File: config.mk
export PLATFORM = sky130hd
export DESIGN_NAME = i2c_cond_gen
export DESIGN_NICKNAME = d
export VERILOG_FILES = /design/src/rtl/i2c_cond_pkg.sv /design/src/rtl/cond_down_cnt.sv /design/src/rtl/cond_timing.sv /design/src/rtl/cond_seq.sv /design/src/rtl/cond_busy.sv /design/src/rtl/i2c_cond_gen.sv
export SDC_FILE = /design/constraint.sdc
export NUM_CORES = 1
export LEC_CHECK = 0
export BUFFER_PORTS_ARGS = -buffer_cell sky130_fd_sc_hd__buf_2
export CORE_ASPECT_RATIO = 1.2
export CORE_MARGIN = 2
export CORE_UTILIZATION = 30
export CTS_CLUSTER_SIZE = 16
export DETAILED_ROUTE_END_ITERATION = 10
export PLACE_DENSITY = 0.52
export SYNTH_ARGS = -nofsm -noshare
export SYNTH_HDL_FRONTEND = slang
export SYNTH_SLANG_ARGS = --single-unit
export TNS_END_PERCENT = 1
File: constraint.sdc
create_clock -name clk -period 2.6 [get_ports clk]
set_input_delay 0.52 -clock clk [delete_from_list [all_inputs] [get_ports clk]]
set_output_delay 0.52 -clock clk [all_outputs]
set_load 0.05 [all_outputs]
File: src/rtl/i2c_cond_pkg.sv
`timescale 1ns/1ps
package i2c_cond_pkg;
  typedef enum logic [1:0] {
    PH_IDLE  = 2'd0,
    PH_SETUP = 2'd1,
    PH_HOLD  = 2'd2
  } phase_e;

  typedef enum logic {
    KIND_STOP  = 1'b0,
    KIND_START = 1'b1
  } kind_e;
endpackage

File: src/rtl/cond_down_cnt.sv
`timescale 1ns/1ps
// Loadable down counter: flags expiry once the loaded value has counted to zero.
module cond_down_cnt #(
  parameter int CNT_W = 8
) (
  input  logic             clk,
  input  logic             rst_n,
  input  logic             load,
  input  logic [CNT_W-1:0] load_val,
  output logic             expire
);
  logic [CNT_W-1:0] cnt_q;
  logic             run_q;

  assign expire = run_q && (cnt_q == '0);

  always_ff @(posedge clk or negedge rst_n) begin
    if (!rst_n) begin
      cnt_q <= '0;
      run_q <= 1'b0;
    end else if (load) begin
      cnt_q <= load_val;
      run_q <= 1'b1;
    end else if (run_q) begin
      if (cnt_q == '0) run_q <= 1'b0;
      else             cnt_q <= cnt_q - 1'b1;
    end
  end
endmodule

File: src/rtl/cond_timing.sv
`timescale 1ns/1ps
// Selects the phase lengths for the chosen timing set.
module cond_timing #(
  parameter int CNT_W        = 8,
  parameter int STD_SU_START = 20,
  parameter int STD_SU_STOP  = 17,
  parameter int STD_HOLD     = 20,
  parameter int STD_FLAG     = 12,
  parameter int FST_SU_START = 10,
  parameter int FST_SU_STOP  = 7,
  parameter int FST_HOLD     = 10,
  parameter int FST_FLAG     = 6
) (
  input  logic             fast,
  input  logic             is_start,
  output logic [CNT_W-1:0] setup_len,
  output logic [CNT_W-1:0] hold_len,
  output logic [CNT_W-1:0] flag_len
);
  localparam logic [CNT_W-1:0] S_SU_A = CNT_W'(STD_SU_START);
  localparam logic [CNT_W-1:0] S_SU_P = CNT_W'(STD_SU_STOP);
  localparam logic [CNT_W-1:0] S_HO   = CNT_W'(STD_HOLD);
  localparam logic [CNT_W-1:0] S_FL   = CNT_W'(STD_FLAG);
  localparam logic [CNT_W-1:0] F_SU_A = CNT_W'(FST_SU_START);
  localparam logic [CNT_W-1:0] F_SU_P = CNT_W'(FST_SU_STOP);
  localparam logic [CNT_W-1:0] F_HO   = CNT_W'(FST_HOLD);
  localparam logic [CNT_W-1:0] F_FL   = CNT_W'(FST_FLAG);

  always_comb begin
    if (fast) begin
      setup_len = is_start ? F_SU_A : F_SU_P;
      hold_len  = F_HO;
      flag_len  = F_FL;
    end else begin
      setup_len = is_start ? S_SU_A : S_SU_P;
      hold_len  = S_HO;
      flag_len  = S_FL;
    end
  end
endmodule

File: src/rtl/cond_seq.sv
`timescale 1ns/1ps
// Phase sequencer for the two bus lines.
module cond_seq
  import i2c_cond_pkg::*;
#(
  parameter int CNT_W = 8
) (
  input  logic             clk,
  input  logic             rst_n,
  input  logic             accept,
  input  logic             is_start,
  input  logic [CNT_W-1:0] setup_len,
  input  logic [CNT_W-1:0] hold_len,
  output logic             scl_pull,
  output logic             sda_pull,
  output logic             done,
  output logic             clr_pulse,
  output logic             running,
  output logic             kind_out
);
  phase_e           phase_q;
  kind_e            kind_q;
  logic             expire;
  logic             cnt_load;
  logic [CNT_W-1:0] cnt_val;

  assign running  = (phase_q != PH_IDLE);
  assign kind_out = (kind_q == KIND_START);

  always_comb begin
    cnt_load = 1'b0;
    cnt_val  = '0;
    if (accept) begin
      cnt_load = 1'b1;
      cnt_val  = setup_len - 1'b1;
    end else if (phase_q == PH_SETUP && expire) begin
      cnt_load = 1'b1;
      cnt_val  = hold_len - 1'b1;
    end
  end

  cond_down_cnt #(.CNT_W(CNT_W)) u_phase_cnt (
    .clk      (clk),
    .rst_n    (rst_n),
    .load     (cnt_load),
    .load_val (cnt_val),
    .expire   (expire)
  );

  always_ff @(posedge clk or negedge rst_n) begin
    if (!rst_n) begin
      phase_q   <= PH_IDLE;
      kind_q    <= KIND_STOP;
      scl_pull  <= 1'b0;
      sda_pull  <= 1'b0;
      done      <= 1'b0;
      clr_pulse <= 1'b0;
    end else begin
      done      <= 1'b0;
      clr_pulse <= 1'b0;
      unique case (phase_q)
        PH_IDLE: begin
          if (accept) begin
            phase_q  <= PH_SETUP;
            kind_q   <= is_start ? KIND_START : KIND_STOP;
            scl_pull <= 1'b0;
            sda_pull <= !is_start;
          end
        end
        PH_SETUP: begin
          if (expire) begin
            phase_q  <= PH_HOLD;
            sda_pull <= (kind_q == KIND_START);
          end
        end
        PH_HOLD: begin
          if (expire) begin
            phase_q   <= PH_IDLE;
            scl_pull  <= (kind_q == KIND_START);
            done      <= 1'b1;
            clr_pulse <= (kind_q == KIND_START);
          end
        end
        default: phase_q <= PH_IDLE;
      endcase
    end
  end
endmodule

File: src/rtl/cond_busy.sv
`timescale 1ns/1ps
// Bus-busy flag that follows an accepted command after a fixed delay.
module cond_busy #(
  parameter int CNT_W = 8
) (
  input  logic             clk,
  input  logic             rst_n,
  input  logic             accept,
  input  logic             new_val,
  input  logic [CNT_W-1:0] delay_len,
  output logic             flag
);
  logic pend_q;
  logic expire;

  cond_down_cnt #(.CNT_W(CNT_W)) u_flag_cnt (
    .clk      (clk),
    .rst_n    (rst_n),
    .load     (accept),
    .load_val (delay_len - 1'b1),
    .expire   (expire)
  );

  always_ff @(posedge clk or negedge rst_n) begin
    if (!rst_n) begin
      pend_q <= 1'b0;
      flag   <= 1'b0;
    end else begin
      if (accept) pend_q <= new_val;
      if (expire) flag   <= pend_q;
    end
  end
endmodule

File: src/rtl/i2c_cond_gen.sv
`timescale 1ns/1ps
module i2c_cond_gen #(
  parameter int CNT_W        = 8,
  parameter int STD_SU_START = 20,
  parameter int STD_SU_STOP  = 17,
  parameter int STD_HOLD     = 20,
  parameter int STD_FLAG     = 12,
  parameter int FST_SU_START = 10,
  parameter int FST_SU_STOP  = 7,
  parameter int FST_HOLD     = 10,
  parameter int FST_FLAG     = 6
) (
  input  logic clk,
  input  logic rst_n,
  input  logic if_enable,
  input  logic cmd_wr,
  input  logic cmd_master,
  input  logic cmd_xmit,
  input  logic cmd_busy,
  input  logic fast_mode,
  output logic scl_pull,
  output logic sda_pull,
  output logic bus_busy,
  output logic seq_done,
  output logic bitcnt_clr,
  output logic byte_req
);
  logic             accept;
  logic             mode_q;
  logic             mode_sel;
  logic             seq_running;
  logic             seq_kind;
  logic             start_sel;
  logic [CNT_W-1:0] setup_len;
  logic [CNT_W-1:0] hold_len;
  logic [CNT_W-1:0] flag_len;
  logic             clr_pulse;

  assign accept    = cmd_wr && if_enable && cmd_master && cmd_xmit && !seq_running;
  assign mode_sel  = accept ? fast_mode : mode_q;
  assign start_sel = accept ? cmd_busy : seq_kind;

  always_ff @(posedge clk or negedge rst_n) begin
    if (!rst_n)      mode_q <= 1'b0;
    else if (accept) mode_q <= fast_mode;
  end

  cond_timing #(
    .CNT_W(CNT_W),
    .STD_SU_START(STD_SU_START), .STD_SU_STOP(STD_SU_STOP),
    .STD_HOLD(STD_HOLD), .STD_FLAG(STD_FLAG),
    .FST_SU_START(FST_SU_START), .FST_SU_STOP(FST_SU_STOP),
    .FST_HOLD(FST_HOLD), .FST_FLAG(FST_FLAG)
  ) u_timing (
    .fast      (mode_sel),
    .is_start  (start_sel),
    .setup_len (setup_len),
    .hold_len  (hold_len),
    .flag_len  (flag_len)
  );

  cond_seq #(.CNT_W(CNT_W)) u_seq (
    .clk       (clk),
    .rst_n     (rst_n),
    .accept    (accept),
    .is_start  (cmd_busy),
    .setup_len (setup_len),
    .hold_len  (hold_len),
    .scl_pull  (scl_pull),
    .sda_pull  (sda_pull),
    .done      (seq_done),
    .clr_pulse (clr_pulse),
    .running   (seq_running),
    .kind_out  (seq_kind)
  );

  cond_busy #(.CNT_W(CNT_W)) u_busy (
    .clk       (clk),
    .rst_n     (rst_n),
    .accept    (accept),
    .new_val   (cmd_busy),
    .delay_len (flag_len),
    .flag      (bus_busy)
  );

  assign bitcnt_clr = clr_pulse;
  assign byte_req   = clr_pulse;
endmodule

# Word level (Yosys, flattened, before mapping)
# Cells that the tools add are included.
# word_totals
reg_bits,28
latch_bits,0
mem_bits_rw,0
mem_bits_ro,0
input_bits,8
out_inout_bits,6
word_cells,85
memories,0
# op_classes
add_sub_neg,5
n_mul,0
div_mod_pow,0
n_lt_le_gt_ge,0
n_eq_ne,7
shift,0
mux,37
n_bitwise,0
reduce_logical,23
# op_table
op,n
8-bit two-way mux,9
8-bit by 1-bit subtractor with 8-bit output (second input constant),3
1-bit two-way mux,18
8-bit logical NOT,2
2-bit nonzero test,5
3-bit AND reduction,3
4-bit two-way mux,2
1-bit logical AND,7
2-bit two-way mux,3
2-bit by 1-bit inequality test with 1-bit output (second input constant),3
2-bit case mux with 3 select lines,1
2-bit AND reduction,3
5-bit by 1-bit subtractor with 6-bit output (second input constant),1
5-bit two-way mux,1
4-bit by 1-bit subtractor with 5-bit output (second input constant),1
2-bit inequality test (second input constant),2
1-bit case mux with 2 select lines,2
3-bit two-way mux,1
2-bit by 1-bit equality test with 1-bit output (second input constant),1
2-bit equality test (second input constant),1
1-bit logical NOT,2
2-bit logical NOT,1

# Depth between registers and ports, before layout
# Gate-level depths: netlist of the first run.
# logic_depth
word_depth,10
mapped_depth,10
depth_no_buf,9

# By module
# Synthesis of the first run repeated with hierarchy kept, for this count alone.
# hier_totals
cells_unflattened,260
area_unflattened_um2,2273.4
# by_module_without_submodules
module,n_inst,cells_per_inst,area_each_um2,seq_area_each_um2
cond_down_cnt,2,62,579.3,225.2
cond_seq,1,82,646.9,175.2
cond_busy,1,22,219.0,50.0
cond_timing,1,25,177.7,0.0
i2c_cond_gen,1,7,71.3,25.0

# Worst setup path before layout of the first run
# Ideal clock, no wire load.
# synth_timing
path_type,input port to flip-flop
start,in cmd_xmit
end,reg u_seq.u_phase_cnt.cnt_q[1]
setup_time_ns,0.120
arrival_time_ns,2.210
required_time_ns,2.480
setup_slack_ns,0.271
cell_stages,9
path_buffers,2
path_cell_list,nor4bb_1 and3_1 clkbuf_1 buf_2 nand2_1 and2_1 ha_1 o21a_1 a31o_1
# synth_via
elab_chain_len,8
word_cells_on_any_way,17
classes_between,2 x add/sub; 1 x eq/ne; 10 x mux; 4 x reduce/logical
# synth_rtl
item,line_no,text
start: declaration,i2c_cond_gen.sv:18,"input logic cmd_xmit,"
1-bit logical AND * (2 in a row),i2c_cond_gen.sv:39,assign accept = cmd_wr && if_enable && cmd_master && cmd_xmit && !seq_running;
1-bit two-way mux (on tied branches),n/a,
3-bit two-way mux (tied with other cells),cond_timing.sv:35,setup_len = is_start ? S_SU_A : S_SU_P;
8-bit two-way mux or 5-bit by 1-bit subtractor with 6-bit output (tied branches),"cond_timing.sv:30, cond_seq.sv:38",
8-bit by 1-bit subtractor with 8-bit output or 8-bit two-way mux (tied branches),"cond_seq.sv:35, cond_seq.sv:36",
8-bit two-way mux,cond_seq.sv:33,if (accept) begin
8-bit two-way mux,cond_down_cnt.sv:21,end else if (load) begin
end signal: assignment,cond_down_cnt.sv:22,cnt_q <= load_val;
end signal: assignment,cond_down_cnt.sv:26,else cnt_q <= cnt_q - 1'b1;
end: declaration,cond_down_cnt.sv:12,logic [CNT_W-1:0] cnt_q;
# Mark *: on every way between the ends. The rest lies on a longest branch, timed or not.
# A chain may end at the register's enable or synchronous reset.

# Worst setup path after layout of the first run
# layout_timing
start,reg u_seq.phase_q[0]
end,reg u_seq.u_phase_cnt.cnt_q[1]
# layout_via
elab_chain_len,9
word_cells_on_any_way,21
classes_between,2 x add/sub; 2 x eq/ne; 11 x mux; 6 x reduce/logical
# layout_rtl
item,line_no,text
start: declaration,cond_seq.sv:21,phase_e phase_q;
start signal: assignment,cond_seq.sv:52,phase_q <= PH_IDLE;
start signal: assignment,cond_seq.sv:64,phase_q <= PH_SETUP;
start signal: assignment,cond_seq.sv:72,phase_q <= PH_HOLD;
2-bit nonzero test *,cond_seq.sv:27,assign running = (phase_q != PH_IDLE);
1-bit logical NOT *,i2c_cond_gen.sv:39,
1-bit logical AND *,i2c_cond_gen.sv:39,
1-bit two-way mux *,n/a,
net mode_sel,i2c_cond_gen.sv:30,logic mode_sel;
5-bit two-way mux,cond_timing.sv:30,if (fast) begin
5-bit by 1-bit subtractor with 6-bit output,cond_seq.sv:38,cnt_val = hold_len - 1'b1;
8-bit two-way mux,cond_seq.sv:36,end else if (phase_q == PH_SETUP && expire) begin
8-bit two-way mux *,cond_seq.sv:33,
8-bit two-way mux *,cond_down_cnt.sv:21,
# Mark *: on every way through the listed nets, which the timed path passes. The rest lies on a longest branch.

==> parameters.txt, run 1 <==
Parameter                              Value

Floorplanning
  Die boundary width    69.5 um
  Top-Level Pins    14
  Number of placement rows    28
  Die Y-Extent    82.6 um
  Die area    0.00574 sq mm
  Initial standard-cell utilization of the core    31.3%
  Area of the core region    0.00494 sq mm

Clocking
  Clock tree from TritonCTS    yes
  Clock sink total    27
  Count of hold-fix buffers inserted at cts    0
  Worst-case clock buffer depth    2
  Clock transition at the registers of the reported paths    0.10 ns
  Post-CTS Setup Inserts    0
  CTS resizes    0
  Number of H-tree branching levels    1
  Clock latency of the later-clocked register in the worst-skew pair    0.27 ns
  TritonCTS buffer count    3
  Clock root cell    sky130_fd_sc_hd__clkbuf_8

Layout
  Most frequent standard cell in the layout excluding fill and tap cells    sky130_fd_sc_hd__dfrtp_1
  Diode count    0
  Fillers    508
  Layout Area Growth over Synthesis    12.2%
  Non-filler instance count after layout    230
  Proportion of layout cells with a drive suffix above 1    18.2%
  Net count, final    186
  Final design instance area without fill    0.00173 sq mm
  Commonest cells after routing, fill and taps aside    sky130_fd_sc_hd__dfrtp_1 (27), sky130_fd_sc_hd__buf_2 (13), sky130_fd_sc_hd__nand2_1 (12)

GRT
  Initial antenna violation count    0
  Residual overflow from global routing    0
  Pin count of the biggest net entering global routing    28
  Vias in the first global route    1358
  Combined global-route utilization of all metal layers    13.8%
  First-pass GRT wire length    6.23 mm

Yosys
  Async set-reset flop share out of synthesis    100%
  Post-Synthesis Cell Area    0.00154 sq mm
  Most used flip-flop cell after synthesis    sky130_fd_sc_hd__dfrtp_1
  Number of synthesized flops with an enable pin    0
  Proportion of synthesized chip area in sequential cells    43.8%
  Unique masters post-synth    48
  Yosys top cell by area    sky130_fd_sc_hd__dfrtp_1
  Avg Cell Area, Syn    10.0 sq um
  Synthesized net count    169
  Number of register bits inferred by synthesis    27
  Cell count after synthesis    154
  Number of warnings printed during yosys synthesis    0
  Synth top area share    43.8%
  Leading post-synthesis cells by cell area    sky130_fd_sc_hd__dfrtp_1 (44%), sky130_fd_sc_hd__ha_1 (5.7%), sky130_fd_sc_hd__a211oi_1 (3.4%)

STA
  Worst slew margin relative to its limit    55.4%
  Worst Skew    0.00930 ns
  Final-layout setup total negative slack    0 ns
  Tmin final    2.25 ns
  Unrepaired setup endpoints after global routing    no
  Final setup violation count    0
  Pins Over Slew Limit    0
  Actual slew at the worst max-slew pin    0.659 ns
  Fmax achieved    445 MHz
  Crit share post-route    86.5%
  Hold Fails Final Rpt    0

Power
  Pleak    0.000760 uW
  Power per cell area    1010 mW/mm^2
  Peak ir drop on the vdd network    0.401 mV

Route
  DR iter-0 viols    103
  WL per Instance    15.4 um
  Count of TritonRoute iterations in the first routing pass    4
  DRT antenna net count    0
  Remaining design rule violation count    0
  Ratio of routed vias to standard cells    5.43
  Total wire length    3.55 mm
  Routed via count    1248

Run
  Max capacitance violation total    0

Hold path
  Worst hold-check path type    in2async

Place
  # placed instances    226
  Standard cell area after detailed placement    0.00169 sq mm
  Sum of net half-perimeters after detailed placement    2.72 mm
  I/O Buffers    13
  Final Wtd Congestion    0.938

Setup path
  Type of origin of the critical path    flop
  Data required time of the critical path    2.77 ns
  Element type at the critical path end    flop
  Largest driver fanout on the critical path    6
  Path type of the worst setup path    reg2reg
  Data arrival time of the worst path    2.42 ns

Outcome
  Outcome    completed
[path summary, 6_finish.rpt]
kind / cells after the start / end / slack, ns / startpoint
max reg2reg: 7 / u_seq.u_phase_cnt.cnt_q[1]$_DFFE_PN0P_ / 0.35 / u_seq.phase_q[0]$_DFFE_PN0P_
min: 1 / u_busy.u_flag_cnt.cnt_q[4]$_DFFE_PN0P_ / 0.25 / rst_n
min in group clk: 1 / u_seq.sda_pull$_DFFE_PN0P_ / 0.52 / u_seq.sda_pull$_DFFE_PN0P_
min reg2reg: 1 / u_seq.sda_pull$_DFFE_PN0P_ / 0.52 / u_seq.sda_pull$_DFFE_PN0P_
max in group asynchronous: 1 / u_busy.u_flag_cnt.cnt_q[1]$_DFFE_PN0P_ / 1.94 / rst_n
max: 7 / u_seq.u_phase_cnt.cnt_q[1]$_DFFE_PN0P_ / 0.35 / u_seq.phase_q[0]$_DFFE_PN0P_
[power by group]
| group | leakage [uW] | switching, uW | internal [uW] | total, uW |
|---|---|---|---|---|
| Combinational | 0.000403 | 395 | 316 | 711 |
| Sequential | 0.000331 | 227 | 576 | 803 |
| Clock | 0.0000255 | 135 | 107 | 242 |
| Total | 0.000760 | 757 | 999 | 1760 |
[area by class of cell]
class / instances / area, sq um / share of cell area [%]
repair buffers: 17 / 95.1 / 5.49
clock inverters: 1 / 5.00 / 0.289
multi-input cells: 115 / 813 / 47.0
well taps: 60 / 75.1 / 4.34
inverters: 7 / 26.3 / 1.52
flip-flops and latches: 27 / 676 / 39.0
clock buffers: 3 / 41.3 / 2.38
[kinds of logic (layout without fill, tap and decap cells)]
family          Yosys count  after routing  share of synthesized area, %
buf+inv                  12             28                          3.57
mux                       6              6                          4.13
compound gates           34             34                          14.5
xor+xnor                  6              6                          3.40
simple gates             62             62                          25.0
fa+ha+maj                 7              7                          5.67
flops                    27             27                          43.8
[per-layer routing]
layer  vias to the layer above  GRT usage [%]  part of all wire [%]  wire length (um)
met5                         -              0                     0                 0
met4                         0           6.27                   2.0                71
met3                         6           1.82                   3.1               109
met2                        30           25.2                    51              1800
met1                       613           16.2                    44              1570
li1                        599              -                     -                 -
[flip-flops by register name, summed over array words and instances, names as in the netlist]
name and cells:
u_seq.u_phase_cnt.run_q 1, u_seq.sda_pull 1, u_seq.u_phase_cnt.cnt_q 8, u_seq.kind_out 1, u_seq.clr_pulse 1, u_seq.done 1, u_seq.scl_pull 1, u_seq.phase_q 2
u_busy.flag 1, mode_q 1, u_busy.u_flag_cnt.cnt_q 8, u_busy.u_flag_cnt.run_q 1
[synthesized netlist by cell type (all sizes together), types with 5 or more instances]
cell type / number
xnor2: 5
inv: 7
a211oi: 7
ha: 7
dfrtp: 27
nor2: 11
nand2: 12
o21ai: 6
a21oi: 9
[per-stage QoR]
| step | setup WS, ns | hold slack (ns) | total power, uW | utilization (%) |
|---|---|---|---|---|
| final | 0.351 | 0.248 | 1760 | 35.1 |
| after floorplan | 0.271 | 0.224 | 1310 | - |
| after CTS | 0.339 | 0.274 | 1770 | 35.1 |
| after global routing | 0.0467 | 0.286 | 1930 | 35.1 |
| after detailed placement | 0.196 | 0.499 | 1520 | 34.1 |
| after global placement | 0.211 | 0.492 | 1510 | 34.1 |
[critical path: stages (launching register included)]
cell                       delay [ns]
sky130_fd_sc_hd__dfrtp_1         0.44
sky130_fd_sc_hd__nor4bb_1        0.33
sky130_fd_sc_hd__and3_1          0.25
sky130_fd_sc_hd__mux2_2          0.42
sky130_fd_sc_hd__inv_1           0.08
sky130_fd_sc_hd__ha_1            0.22
sky130_fd_sc_hd__o21a_1          0.19
sky130_fd_sc_hd__a31o_1          0.21
No activity file was read; power rests on OpenSTA's default activity.
==> run 2, diff against run 1 <==
Settings changed: CORE_UTILIZATION 30 to 58, CTS_BUF_LIST from default to sky130_fd_sc_hd__clkbuf_16, PLACE_DENSITY 0.52 to 0.84.
==> parameters.txt, run 2 (synthesis gave the netlist of run 1 again) <==
Parameter                              Value

Outcome
  Outcome    completed

Run
  Max capacitance violation total    0 (unchanged)

Layout
  Proportion of layout cells with a drive suffix above 1    17.8% (-0.48 points)
  Commonest cells after routing, fill and taps aside    sky130_fd_sc_hd__dfrtp_1 (27), sky130_fd_sc_hd__buf_2 (13), sky130_fd_sc_hd__nand2_1 (12)
  Net count, final    185 (-0.54%)
  Diode count    0 (unchanged)
  Largest registers    u_busy.u_flag_cnt.cnt_q (8), u_seq.u_phase_cnt.cnt_q (8), u_seq.phase_q (2)
  Most frequent standard cell in the layout excluding fill and tap cells    sky130_fd_sc_hd__dfrtp_1
  Non-filler instance count after layout    202 (-12%)
  Layout Area Growth over Synthesis    11.7%
  Fillers    198 (-61%)

Clocking
  Count of hold-fix buffers inserted at cts    0 (unchanged)
  Number of H-tree branching levels    1 (unchanged)
  CTS resizes    0 (unchanged)
  Worst-case clock buffer depth    2 (unchanged)
  Clock root cell    sky130_fd_sc_hd__clkbuf_16
  Clock latency of the later-clocked register in the worst-skew pair    0.26 ns (about the same)
  Clock transition at the registers of the reported paths    0.06 ns (-0.04 ns)
  Post-CTS Setup Inserts    0 (unchanged)
  TritonCTS buffer count    3 (unchanged)
  Clock sink total    27 (unchanged)
  Clock tree from TritonCTS    yes

STA
  Final setup violation count    0 (unchanged)
  Fmax achieved    446 MHz (+0.27%)
  Final-layout setup total negative slack    0 ns (unchanged)
  Pins Over Slew Limit    0 (unchanged)
  Crit share post-route    86.3% (-0.23 points)
  Unrepaired setup endpoints after global routing    no
  Hold Fails Final Rpt    0 (unchanged)
  Worst slew margin relative to its limit    51.4% (-4.0 points)
  Min setup slack post-route    0.357 ns (+0.00597 ns)
  Tmin final    2.24 ns (-0.00597 ns)
  Post-route worst hold slack    0.258 ns (+0.00994 ns)
  Actual slew at the worst max-slew pin    0.718 ns (+0.0594 ns)
  Worst Skew    0.00174 ns (-0.00756 ns)

Setup path
  Buf/Inv on CP    1 (unchanged)
  Worst-path cell with the longest stage delay    sky130_fd_sc_hd__dfrtp_1
  Largest driver fanout on the critical path    6 (unchanged)
  Data required time of the critical path    2.75 ns (-0.02 ns)
  Data arrival time of the worst path    2.40 ns (-0.02 ns)
  Element type at the critical path end    flop
  Gate family responsible for the most delay along the worst path    simple AND/OR/NAND/NOR gates
  Critical path cell sequence    nor4bb_1 -> and3_1 -> mux2_2 -> inv_1 -> ha_1 -> o21a_1 -> a31o_1
  Path type of the worst setup path    reg2reg
  Largest incremental delay on the critical path    0.43 ns (about the same)
  Type of origin of the critical path    flop

GRT
  Vias in the first global route    1241 (-8.6%)
  Residual overflow from global routing    0 (unchanged)
  Initial antenna violation count    0 (unchanged)
  First-pass GRT wire length    5.67 mm (-9.0%)
  Combined global-route utilization of all metal layers    25.2% (+11 points)
  Pin count of the biggest net entering global routing    28 (unchanged)

Route
  Count of TritonRoute iterations in the first routing pass    4 (unchanged)
  Remaining design rule violation count    0 (unchanged)
  Total wire length    3.34 mm (-5.8%)
  Ratio of routed vias to standard cells    6.37 (+17%)
  Routed via count    1286 (+3.0%)
  DR iter-0 viols    53 (-49%)
  DRT antenna net count    0 (unchanged)
  WL per Instance    16.5 um (+7.3%)

Place
  Sum of net half-perimeters after detailed placement    2.53 mm (-6.8%)
  I/O Buffers    13 (unchanged)
  Worst Setup Slack post-DPL    0.220 ns (+0.0241 ns)
  Final Wtd Congestion    0.901 (-3.9%)
  # placed instances    198 (-12%)

Floorplanning
  Die boundary width    51.1 um (-26%)
  Die area    0.00309 sq mm (-46%)
  Area of the core region    0.00253 sq mm (-49%)
  Initial standard-cell utilization of the core    61.1% (+30 points)
  Top-Level Pins    14 (unchanged)
  Number of placement rows    20 (-29%)
  Die Y-Extent    60.5 um (-27%)

Power
  Comb power frac    38.3% (-2.2 points)
  Power dissipated by switching net loads    757 uW (about the same)
  Net switching share of the total power    40.8% (-2.3 points)
  Share of power burned in registers    43.1% (-2.6 points)
  Power per cell area    1080 mW/mm^2 (+6.2%)
  Internal Dissipation    1100 uW (+10%)
  Pleak    0.000769 uW (+1.1%)
  Peak ir drop on the vdd network    0.666 mV (+66%)
  Share of power burned in the clock network    18.6% (+4.8 points)

Hold path
  Worst hold-check path type    in2async
run 2: cell count changes in the layout (fill, tap and decap cells not counted), sizes merged:
| cell | before | now |
|---|---|---|
| buf | 17 | 16 |
run 2: layer usage:
metal / wire [um] / part of all wire, % / GRT usage (%) / vias to the layer above
met5: 0 / 0 / 0 / -
met4: 96 / 2.9 / 14.7 / 0
met3: 196 / 5.9 / 4.19 / 9
met2: 1780 / 53 / 45.1 / 52
met1: 1270 / 38 / 28.4 / 625
li1: - / - / - / 600
run 2: power groups by stage:
stage | clock network (uW) | logic, uW | registers, uW
floorplan | 0 | 541 | 767
global placement | 0 | 672 | 794
detailed placement | 0 | 701 | 802
CTS | 350 | 707 | 796
global route | 362 | 793 | 825
finish | 345 | 711 | 801
run 2: stage by stage:
stage               power (uW)  cell area (sq um)  util (%)
global route              1980               1720      68.2
global placement          1470               1640      65.0
detailed placement        1500               1640      65.0
CTS                       1850               1720      68.2
floorplan                 1310               1540         -
finish                    1860               1720      68.2
run 2: path summary, 6_finish.rpt:
check	from	end	slack [ns]	cells past startpoint
min reg2reg	u_seq.scl_pull$_DFFE_PN0P_	u_seq.scl_pull$_DFFE_PN0P_	0.52	2
min in group clk	u_seq.scl_pull$_DFFE_PN0P_	u_seq.scl_pull$_DFFE_PN0P_	0.52	2
max	u_seq.phase_q[0]$_DFFE_PN0P_	u_seq.u_phase_cnt.cnt_q[1]$_DFFE_PN0P_	0.36	7
max reg2reg	u_seq.phase_q[0]$_DFFE_PN0P_	u_seq.u_phase_cnt.cnt_q[1]$_DFFE_PN0P_	0.36	7
max in group asynchronous	rst_n	u_busy.u_flag_cnt.cnt_q[5]$_DFFE_PN0P_	1.96	1
min	rst_n	u_busy.u_flag_cnt.cnt_q[2]$_DFFE_PN0P_	0.26	1
run 2: area by class of cell:
class	instances	area (sq um)	area share [%]
clock buffer	3	75.1	4.35
timing repair buffer	16	87.6	5.08
inverter	7	26.3	1.52
multi-input combinational	115	813	47.2
sequential	27	676	39.2
tap	33	41.3	2.39
clock inverter	1	5.00	0.290
run 2: worst reg2reg max path, delay by kind of cell (launching register included):
family                   cells  cell delay [ns]
AO/OA/AOI/OAI                2             0.38
multiplexers                 1             0.41
flip-flops                   1             0.43
buffers and inverters        1             0.07
AND/OR/NAND/NOR              2             0.62
adder cells (fa/ha/maj)      1             0.22
